[config.mk]
export PLATFORM = sky130hd
export DESIGN_NAME = pex_exec
export DESIGN_NICKNAME = d
export VERILOG_FILES = /design/src/rtl/pex_pkg.sv /design/src/rtl/pex_alu.sv /design/src/rtl/pex_cmp.sv /design/src/rtl/pex_pred.sv /design/src/rtl/pex_exec.sv
export SDC_FILE = /design/constraint.sdc
export NUM_CORES = 1
export LEC_CHECK = 0
export CORE_MARGIN = 2
export CORE_UTILIZATION = 60
export CTS_BUF_LIST = sky130_fd_sc_hd__clkbuf_16
export DETAILED_ROUTE_END_ITERATION = 10
export PLACE_DENSITY = 0.79
export SLEW_MARGIN = 20
export SYNTH_ARGS = -nofsm -noshare
export SYNTH_HDL_FRONTEND = slang
export SYNTH_SLANG_ARGS = --single-unit
[constraint.sdc]
create_clock -name clk -period 14.7 [get_ports clk]
set_input_delay 4.41 -clock clk [delete_from_list [all_inputs] [get_ports clk]]
set_output_delay 4.41 -clock clk [all_outputs]
set_load 0.1 [all_outputs]
[src/rtl/pex_pkg.sv]
package pex_pkg;

   typedef enum logic [3:0] {
      OP_ADD = 4'd0,
      OP_SUB = 4'd1,
      OP_MUL = 4'd2,
      OP_DIV = 4'd3,
      OP_NOT = 4'd4,
      OP_AND = 4'd5,
      OP_OR  = 4'd6,
      OP_XOR = 4'd7,
      OP_CEQ = 4'd12,
      OP_CLU = 4'd13,
      OP_CLS = 4'd14,
      OP_CLE = 4'd15
   } pex_op_e;

   typedef enum logic [1:0] {
      CMP_EQ  = 2'd0,
      CMP_LTU = 2'd1,
      CMP_LTS = 2'd2,
      CMP_LE  = 2'd3
   } pex_cmp_e;

   typedef enum logic [1:0] {
      CLS_ALU,
      CLS_MEM,
      CLS_CMP,
      CLS_CTRL
   } pex_class_e;

endpackage

[src/rtl/pex_alu.sv]
module pex_alu #(
   parameter int DATA_W = 8,
   parameter int SEL_W  = 3
) (
   input  logic [SEL_W-1:0]  sel,
   input  logic [DATA_W-1:0] a,
   input  logic [DATA_W-1:0] b,
   output logic [DATA_W-1:0] y
);
   localparam int N_RES  = 1 << SEL_W;
   localparam int PROD_W = 2 * DATA_W;

   logic [DATA_W-1:0] res [N_RES];
   logic [PROD_W-1:0] prod;

   if (SEL_W != 3) begin : g_bad_sel
      $error("pex_alu: SEL_W must be 3");
   end

   always_comb begin
      prod   = PROD_W'(a) * PROD_W'(b);
      res[0] = a + b;
      res[1] = a - b;
      res[2] = prod[DATA_W-1:0];
      res[3] = (b == '0) ? {DATA_W{1'b1}} : (a / b);
      res[4] = ~a;
      res[5] = a & b;
      res[6] = a | b;
      res[7] = a ^ b;
   end

   assign y = res[sel];

endmodule

[src/rtl/pex_cmp.sv]
module pex_cmp #(
   parameter int DATA_W    = 8,
   parameter bit SIGNED_LE = 1'b1
) (
   input  pex_pkg::pex_cmp_e  kind,
   input  logic [DATA_W-1:0]  a,
   input  logic [DATA_W-1:0]  b,
   output logic               hit
);
   import pex_pkg::*;

   logic is_eq, is_ltu, is_lts, is_le;

   assign is_eq  = (a == b);
   assign is_ltu = (a < b);
   assign is_lts = ($signed(a) < $signed(b));

   if (SIGNED_LE) begin : g_le_signed
      assign is_le = is_lts | is_eq;
   end else begin : g_le_unsigned
      assign is_le = is_ltu | is_eq;
   end

   always_comb begin
      unique case (kind)
         CMP_EQ:  hit = is_eq;
         CMP_LTU: hit = is_ltu;
         CMP_LTS: hit = is_lts;
         default: hit = is_le;
      endcase
   end

endmodule

[src/rtl/pex_pred.sv]
module pex_pred (
   input  logic on_set,
   input  logic on_clear,
   input  logic flag,
   output logic run,
   output logic fault
);
   assign fault = on_set & on_clear;
   always_comb begin
      unique case ({on_set, on_clear})
         2'b00:   run = 1'b1;
         2'b10:   run = flag;
         2'b01:   run = ~flag;
         default: run = 1'b0;
      endcase
   end
endmodule

[src/rtl/pex_exec.sv]
module pex_exec #(
   parameter int DATA_W    = 8,
   parameter int LEN_W     = 2,
   parameter int OP_W      = 4,
   parameter bit SIGNED_LE = 1'b1
) (
   input  logic                           clk,
   input  logic                           rst_n,
   input  logic                           issue_valid,
   input  logic [2+LEN_W+OP_W-1:0]        instr,
   input  logic [DATA_W-1:0]              opnd_a,
   input  logic [DATA_W-1:0]              opnd_b,
   output logic [DATA_W-1:0]              result,
   output logic                           wr_en,
   output logic                           cond_flag,
   output logic                           halt
);
   import pex_pkg::*;

   localparam int INSTR_W = 2 + LEN_W + OP_W;
   localparam int BIT_SET = INSTR_W - 1;
   localparam int BIT_CLR = INSTR_W - 2;
   localparam int SEL_W   = OP_W - 1;

   if (DATA_W < 2) begin : g_bad_width
      $error("pex_exec: DATA_W must be at least 2");
   end
   if (OP_W != 4) begin : g_bad_op
      $error("pex_exec: OP_W must be 4");
   end
   if (LEN_W < 1) begin : g_bad_len
      $error("pex_exec: LEN_W must be at least 1");
   end

   logic [LEN_W-1:0]  len_f;
   logic [OP_W-1:0]   op_f;
   logic              run, fault;
   logic [DATA_W-1:0] alu_y;
   logic              cmp_hit;
   pex_class_e        cls;

   assign len_f = instr[OP_W +: LEN_W];
   assign op_f  = instr[OP_W-1:0];

   always_comb begin
      if (len_f == '0)                 cls = CLS_CTRL;
      else if (!op_f[OP_W-1])          cls = CLS_ALU;
      else if (op_f[OP_W-2])           cls = CLS_CMP;
      else                             cls = CLS_MEM;
   end

   pex_pred u_pred (
      .on_set   (instr[BIT_SET]),
      .on_clear (instr[BIT_CLR]),
      .flag     (cond_flag),
      .run      (run),
      .fault    (fault)
   );

   pex_alu #(.DATA_W(DATA_W), .SEL_W(SEL_W)) u_alu (
      .sel (op_f[SEL_W-1:0]),
      .a   (opnd_a),
      .b   (opnd_b),
      .y   (alu_y)
   );

   pex_cmp #(.DATA_W(DATA_W), .SIGNED_LE(SIGNED_LE)) u_cmp (
      .kind (pex_cmp_e'(op_f[1:0])),
      .a    (opnd_a),
      .b    (opnd_b),
      .hit  (cmp_hit)
   );

   always_ff @(posedge clk) begin
      if (!rst_n) begin
         result    <= '0;
         wr_en     <= 1'b0;
         cond_flag <= 1'b0;
         halt      <= 1'b0;
      end else begin
         wr_en <= 1'b0;
         halt  <= 1'b0;
         if (issue_valid) begin
            if (fault) begin
               halt <= 1'b1;
            end else if (run) begin
               if (cls == CLS_ALU) begin
                  wr_en  <= 1'b1;
                  result <= alu_y;
               end else if (cls == CLS_CMP) begin
                  cond_flag <= cmp_hit;
               end
            end
         end
      end
   end

endmodule

==> key figures, run 1 <==
Die
  • Cell Rows: 30
  • Die area: 7860 µm²
  • Total I/O pin count: 38
  • Initial standard-cell utilization of the core: 0.626
  • Chip width: 88.7 µm
  • Core Footprint: 6870 µm²
  • Vertical die dimension: 88.7 µm

Final layout
  • Fill cell instance count of the final layout: 535
  • Storage element area: 220 µm²
  • Commonest non-fill, non-tap cell in the layout: sky130_fd_sc_hd__ha_1
  • Area occupied by multi-input gates: 3960 µm²
  • Layout cells sized above 1: 0.137
  • Total Nets Final: 721
  • Final non-filler cell total: 696
  • Synthesis-to-finish area growth: 18.9%
  • Leading cell types in the layout, fill and taps excluded: sky130_fd_sc_hd__ha_1, sky130_fd_sc_hd__inv_1, sky130_fd_sc_hd__nor2_1
  • Number of diodes: 0

CTS
  • CTS tree: built
  • Clock network latency to the later pin of the worst-skew pair: 0.24 ns
  • Buffer type at the clock tree root: sky130_fd_sc_hd__clkbuf_16
  • Number of clock sinks: 11
  • Maximum buffer depth of the clock tree: 2
  • CTS Buf Count: 3
  • CTS HTree Levels: 1
  • Quantity of hold-fixing buffers added after cts: 0
  • Reg clk slew, reported paths: 0.04 ns

Critical path
  • Slowest stage delay, CP: 0.45 ns
  • Count of cell instances traversed by the critical path: 49
  • Data arrival time at the worst-slack endpoint: 14.38 ns
  • Crit-path slowest cell: sky130_fd_sc_hd__clkdlybuf4s50_1
  • Setup crit start kind: input pin
  • Crit Path Category: input pin to flip-flop
  • Type of destination of the critical path: flip-flop
  • Top Family by Delay on Critical Path: compound AO/OA/AOI/OAI gates
  • FF-to-FF path depth: 5
  • CP Data Required Time: 14.83 ns
  • Critical path peak fanout: 6
  • CP bufs+invs: 5

Drt
  • Remaining routing DRC violations: 0
  • Detailed-route wire length per cell: 19.0 µm
  • Antenna Violating Nets Remaining: 0
  • Total Routed Length: 13200 µm
  • DR pass1 iterations: 6
  • Via total after detailed routing: 4522
  • Drt via density: 6.50
  • Drt first-iter violations: 349

Synthesis
  • Synthesized cell area: 4300 µm²
  • Number of enable-type register cells in the synthesized netlist: 0
  • Async SR Flop Fraction: 0
  • Total of flip-flops plus latches after synthesis: 11
  • Predominant post-synthesis flop cell: sky130_fd_sc_hd__dfxtp_1
  • Avg Inst Size Synth: 7.70 µm²
  • Number of cells produced by synthesis: 559
  • Distinct cells, synth: 79
  • Net Count, Synth: 679
  • Share of synthesized area occupied by flip-flops and latches: 0.0512
  • Yosys warning total: 0

Pwr
  • Static leakage: 2.28 nW
  • Worst VDD drop: 0.0000313 V
  • Power per cell area: 61.3 nW/µm²
  • Total Power Consumption: 0.314 mW

STA
  • Measured slew at the worst slew-check pin: 0.970 ns
  • Final critical delay including setup and external delays: 14.26 ns
  • Count of final max-slew check failures: 0
  • Number of hold violations in the final report: 0
  • Worst hold margin: 0.469 ns
  • Relative slew margins: 0.352
  • Clock Skews: 0.00333 ns
  • Number of failing setup endpoints in the final timing report: 0
  • Part of the cycle the worst path needs: 0.970
  • Peak clock frequency supported by timing: 70.1 MHz

Global route
  • Antenna violations before repair: 0
  • Number of global-route vias before repair: 4290
  • GR Overflow Total: 0
  • Wire length of the first global-routing pass: 20500 µm
  • Pin count of the biggest net entering global routing: 47
  • Tot GR Track Use: 0.335

Place
  • Dpl cells: 689
  • Detail Placement HPWL: 10400 µm
  • GP Congestion: 0.963
  • Number of port buffers: 37

Hold path
  • Count of cells along the worst hold path: 2
  • Class of the tightest hold or removal check: flip-flop to flip-flop

Run status
  • Outcome: completed

Flow run
  • # Max-Cap Violations: 0
[cell usage after synthesis, drive strengths merged, types with 10 or more instances]
| cell type | n | area, µm² |
|---|---|---|
| ha | 79 | 988 |
| nor2 | 61 | 245 |
| inv | 59 | 221 |
| nand2 | 43 | 161 |
| o21ai | 35 | 190 |
| a21oi | 31 | 159 |
| nor3 | 23 | 126 |
| fa | 14 | 280 |
| o21a | 14 | 105 |
| a211oi | 13 | 108 |
| xnor2 | 13 | 114 |
| clkbuf | 12 | 45.0 |
| dfxtp | 11 | 220 |
| or3 | 11 | 78.8 |
| nor2b | 10 | 62.6 |
[through the flow]
step	worst slack [ns]	area, µm²	util	setup TNS, ns
6_report	0.442	5120	0.745	0
5_1_grt	-0.101	5120	0.745	-0.101
4_1_cts	0.0409	4930	0.718	0
3_5_place_dp	-0.375	4820	0.702	-0.375
3_3_place_gp	0.238	4820	0.702	0
2_1_floorplan	0.847	4300	-	0
[final timing paths]
path | to | from | slack, ns
setup / recovery | result[0] | opnd_b[4] | 0.44
hold / removal | result[2] | result[2] | 0.47
setup reg to reg | result[1] | cond_flag | 12.62
hold reg to reg | result[2] | result[2] | 0.47
[worst reg2reg max path: stages (launching register included)]
cell and delay (ns):
sky130_fd_sc_hd__dfxtp_1 0.40, sky130_fd_sc_hd__nor2b_1 0.09, sky130_fd_sc_hd__a211oi_1 0.29, sky130_fd_sc_hd__nand2b_1 0.33
sky130_fd_sc_hd__a2111oi_0 0.69, sky130_fd_sc_hd__a21oi_1 0.13
[report_power, final]
part	total [mW]	leakage (nW)	internal, mW	switching, mW
combinational	0.232	2.15	0.101	0.131
clock	0.0501	0.0423	0.0358	0.0143
sequential	0.0319	0.0894	0.0312	0.000708
total	0.314	2.28	0.168	0.146
[cell families (layout without fill, tap and decap cells)]
group | count (synthesis) | after routing | synth area share
buf+inv | 78 | 119 | 0.0718
flops | 11 | 11 | 0.0512
mux | 14 | 14 | 0.0494
fa+ha+maj | 93 | 93 | 0.295
compound gates | 157 | 157 | 0.265
xor+xnor | 20 | 20 | 0.0503
simple gates | 186 | 186 | 0.217
[routing by layer]
metal / share of wire / GRT usage / vias up
met1: 0.39 / 0.401 / 2074
met3: 0.083 / 0.0597 / 74
li1: - / - / 2106
met4: 0.051 / 0.185 / 0
met2: 0.48 / 0.564 / 268
met5: 0 / 0 / -
[state kept, by name (all words and copies together) (netlist names)]
name	flops
halt	1
cond_flag	1
wr_en	1
result	8
[final cells by class]
class                           count  area share
Sequential cell                    11      0.0430
Clock inverter                      1    0.000734
Clock buffer                        3      0.0147
Tap cell                           96      0.0235
Multi-Input combinational cell    470       0.775
Timing Repair Buffer               56       0.100
Inverter                           59      0.0433
[timing repair]
action	in CTS	in global routing
endpoints found under the setup margin	1	1
pin swaps	1	7
resized for setup	5	31
setup buffers	1	2
Note: power is estimated with default switching activity, not from simulation.
==> run 2, diff against run 1 <==
--- a/config.mk
+++ b/config.mk
@@ -5,12 +5,14 @@
 export SDC_FILE = /design/constraint.sdc
 export NUM_CORES = 1
 export LEC_CHECK = 0
+export CAP_MARGIN = 10
 export CORE_MARGIN = 2
 export CORE_UTILIZATION = 60
 export CTS_BUF_LIST = sky130_fd_sc_hd__clkbuf_16
 export DETAILED_ROUTE_END_ITERATION = 10
-export PLACE_DENSITY = 0.79
+export PLACE_DENSITY = 0.78
 export SLEW_MARGIN = 20
 export SYNTH_ARGS = -nofsm -noshare
 export SYNTH_HDL_FRONTEND = slang
+export SYNTH_HIERARCHICAL = 1
 export SYNTH_SLANG_ARGS = --single-unit
==> run 2 against run 1 <==
Compared with the run above:
- first-iteration DRC count grew 21%
- global-route usage is 0.71 points lower
- sequential cell count did not move
- combinational power increased by 11%
- highest routed layer unchanged
- non-clock buffer count up 36
- die area grew 3.2%
- count of clock-buffer cells in the layout unchanged
- largest power group unchanged
- synthesized cell count up 0.18%
- power increased by 7.2%
- sequential share of layout area decreased by 0.29 points
==> key figures, run 2 <==
Global route
  • GR Overflow Total: 0 (unchanged)
  • Wire length of the first global-routing pass: 22100 µm (+8.1%)
  • Tot GR Track Use: 0.328 (-0.00715)
  • Pin count of the biggest net entering global routing: 32 (-32%)
  • Number of global-route vias before repair: 4613 (+7.5%)
  • Antenna violations before repair: 0 (unchanged)

Synthesis
  • Total of flip-flops plus latches after synthesis: 11 (unchanged)
  • Number of cells produced by synthesis: 560 (+0.18%)
  • Share of synthesized area occupied by flip-flops and latches: 0.0495 (-0.00164)
  • Number of enable-type register cells in the synthesized netlist: 0 (unchanged)
  • Largest cells by area after synthesis: sky130_fd_sc_hd__ha_1, sky130_fd_sc_hd__fa_1, sky130_fd_sc_hd__inv_1, sky130_fd_sc_hd__dfxtp_1, sky130_fd_sc_hd__nand2_1
  • Count leader, synth: sky130_fd_sc_hd__ha_1
  • Net Count, Synth: 687 (+1.2%)
  • Top cell type by total area after synthesis: sky130_fd_sc_hd__ha_1
  • Predominant post-synthesis flop cell: sky130_fd_sc_hd__dfxtp_1
  • Most used standard cells in the synthesized netlist: sky130_fd_sc_hd__ha_1, sky130_fd_sc_hd__inv_1, sky130_fd_sc_hd__nand2_1, sky130_fd_sc_hd__nor2_1, sky130_fd_sc_hd__a21oi_1
  • Synthesized cell area: 4440 µm² (+3.3%)
  • Yosys warning total: 6 (+6)
  • Async SR Flop Fraction: 0 (unchanged)
  • Area share of the leading cell type in the synthesized netlist: 0.242 (+0.0123)
  • Distinct cells, synth: 82 (+3.8%)
  • Avg Inst Size Synth: 7.94 µm² (+3.1%)

Final layout
  • Fill cell instance count of the final layout: 559 (+4.5%)
  • Storage element area: 220 µm² (unchanged)
  • Number of diodes: 0 (unchanged)
  • Area occupied by multi-input gates: 4020 µm² (+1.5%)
  • Register ranked first by flip-flop count: result
  • Commonest non-fill, non-tap cell in the layout: sky130_fd_sc_hd__ha_1
  • Synthesis-to-finish area growth: 23.4%
  • Layout cells sized above 1: 0.182 (+0.0454)
  • Leading cell types in the layout, fill and taps excluded: sky130_fd_sc_hd__ha_1, sky130_fd_sc_hd__inv_1, sky130_fd_sc_hd__nand2_1
  • Total Nets Final: 765 (+6.1%)
  • Number of flip-flops in the largest register: 8 (unchanged)

STA
  • Number of failing setup endpoints in the final timing report: 0 (unchanged)
  • Final critical delay including setup and external delays: 14.23 ns (-0.0295 ns)
  • Clock Skews: 0.000986 ns (-0.00234 ns)
  • Peak clock frequency supported by timing: 70.3 MHz (+0.21%)
  • Worst hold margin: 0.457 ns (-0.0123 ns)
  • Count of final max-slew check failures: 0 (unchanged)
  • Measured slew at the worst slew-check pin: 0.978 ns (+0.00812 ns)
  • Total Neg Setup Slack: 0 ns (unchanged)
  • Relative slew margins: 0.346 (-0.00543)
  • Part of the cycle the worst path needs: 0.968 (-0.00201)
  • Number of hold violations in the final report: 0 (unchanged)

Pwr
  • Total Power Consumption: 0.337 mW (+7.2%)
  • Static leakage: 2.54 nW (+11%)
  • Worst VDD drop: 0.0000286 V (-8.7%)
  • Power per cell area: 61.3 nW/µm² (about the same)

CTS
  • CTS HTree Levels: 1 (unchanged)
  • Number of clock sinks: 11 (unchanged)
  • Quantity of hold-fixing buffers added after cts: 0 (unchanged)
  • CTS Buf Count: 3 (unchanged)
  • Buffer type at the clock tree root: sky130_fd_sc_hd__clkbuf_16
  • Clock network latency to the later pin of the worst-skew pair: 0.24 ns (about the same)
  • Reg clk slew, reported paths: 0.04 ns (about the same)
  • CTS tree: built
  • Maximum buffer depth of the clock tree: 2 (unchanged)

Drt
  • Detailed-route wire length per cell: 18.5 µm (-2.6%)
  • Antenna Violating Nets Remaining: 0 (unchanged)
  • Via total after detailed routing: 4645 (+2.7%)
  • DR pass1 iterations: 6 (unchanged)
  • Drt first-iter violations: 421 (+21%)
  • Remaining routing DRC violations: 0 (unchanged)
  • Drt via density: 6.31 (-2.9%)
  • Total Routed Length: 13600 µm (+3.0%)

Die
  • Total I/O pin count: 38 (unchanged)
  • Initial standard-cell utilization of the core: 0.616 (-0.0102)
  • Chip width: 90.1 µm (+1.6%)
  • Vertical die dimension: 90.1 µm (+1.6%)
  • Die area: 8110 µm² (+3.2%)
  • Cell Rows: 31 (+3.3%)
  • Core Footprint: 7210 µm² (+5.0%)

Place
  • Detail Placement HPWL: 10300 µm (-0.85%)
  • GP Congestion: 0.993 (+3.1%)
  • Number of port buffers: 37 (unchanged)

Critical path
  • First element of the critical path: opnd_b[4]
  • Type of destination of the critical path: flip-flop
  • Crit Path Category: input pin to flip-flop
  • Crit path top cell by count: sky130_fd_sc_hd__ha_1
  • R2r startpoint: cond_flag
  • Setup crit end: result[0]
  • Flop2flop setup slack: 12.93 ns (+0.31 ns)
  • Crit-path slowest cell: sky130_fd_sc_hd__or4_4
  • Data arrival time at the worst-slack endpoint: 14.32 ns (-0.06 ns)
  • CP Data Required Time: 14.79 ns (-0.04 ns)
  • FF-to-FF path depth: 4 (-1)
  • Critical path peak fanout: 6 (unchanged)
  • Setup crit start kind: input pin
  • Reg-to-Reg End: result[3]
  • Slowest stage delay, CP: 0.57 ns (+0.12 ns)

Run status
  • Outcome: completed

Flow run
  • # Max-Cap Violations: 0 (unchanged)

Hold path
  • Class of the tightest hold or removal check: flip-flop to flip-flop
[run 2: cell count changes after synthesis, sizes merged, moves of 5 or more]
cell,previous run,this run
o21ai,35,20
inv,59,66
nor2b,10,5
mux2i,4,15
ha,79,86
nand2,43,58
a211oi,13,4
nor4,3,8
nor2,61,45
nor3,23,14
[run 2: metrics by stage]
step                worst slack, ns  std cells  cell area, µm²  utilization
detailed placement           -0.317        728            5210        0.723
global placement             0.0978        728            5210        0.723
finish                        0.472        736            5490        0.760
floorplan                     0.505        560            4440            -
CTS                           0.130        732            5300        0.735
global route                -0.0858        736            5490        0.760
[run 2: layout make-up]
| cell class | count | share of cell area |
|---|---|---|
| Clock buffer | 3 | 0.0137 |
| Tap cell | 99 | 0.0226 |
| Inverter | 68 | 0.0465 |
| Clock inverter | 1 | 0.000684 |
| Timing Repair Buffer | 92 | 0.143 |
| Sequential cell | 11 | 0.0401 |
| Multi-Input combinational cell | 462 | 0.733 |
[run 2: repair_timing]
action / in CTS / in global routing
setup buffers: 0 / 4
endpoints found under the setup margin: 1 / 1
resized for setup: 1 / 32
endpoints found under the hold margin: 0 / 0
pin swaps: 0 / 12
[run 2: worst min path at each step]
stage          startpoint   endpoint  slack (ns)  depth (start not counted)
6_report        result[5]  result[5]        0.46                          2
5_1_grt         result[4]  result[4]        0.47                          2
4_1_cts         result[4]  result[4]        0.46                          2
3_5_place_dp    result[4]  result[4]        0.45                          2
3_3_place_gp    result[4]  result[4]        0.44                          2
2_1_floorplan   result[0]  result[0]        0.89                          2
[run 2: kinds of logic (layout without fill, tap and decap cells)]
kind of cell             after synthesis  after routing  synth area share
buffers and inverters                 87            164            0.0816
XOR/XNOR                              22             22            0.0526
AO/OA/AOI/OAI                        139            139             0.231
flip-flops                            11             11            0.0495
AND/OR/NAND/NOR                      176            176             0.199
adder cells (fa/ha/maj)              100            100             0.305
multiplexers                          25             25            0.0802
[run 2: routing by layer]
layer  GRT usage  wire length (µm)
met3      0.0520              1150
met2       0.556              6490
met5           0                 0
met1       0.410              5440
met4       0.145               528
[run 2: power by group]
part	internal, mW	switching (mW)	total [mW]
Sequential	0.0308	0.000423	0.0313
Clock	0.0357	0.0130	0.0486
Combinational	0.118	0.138	0.257
[run 2: critical path: cells and delay by family]
kind | cells | cell delay (ns)
simple gates | 14 | 3.42
compound gates | 19 | 3.02
fa+ha+maj | 7 | 1.80
buf+inv | 7 | 1.28
mux | 2 | 0.38
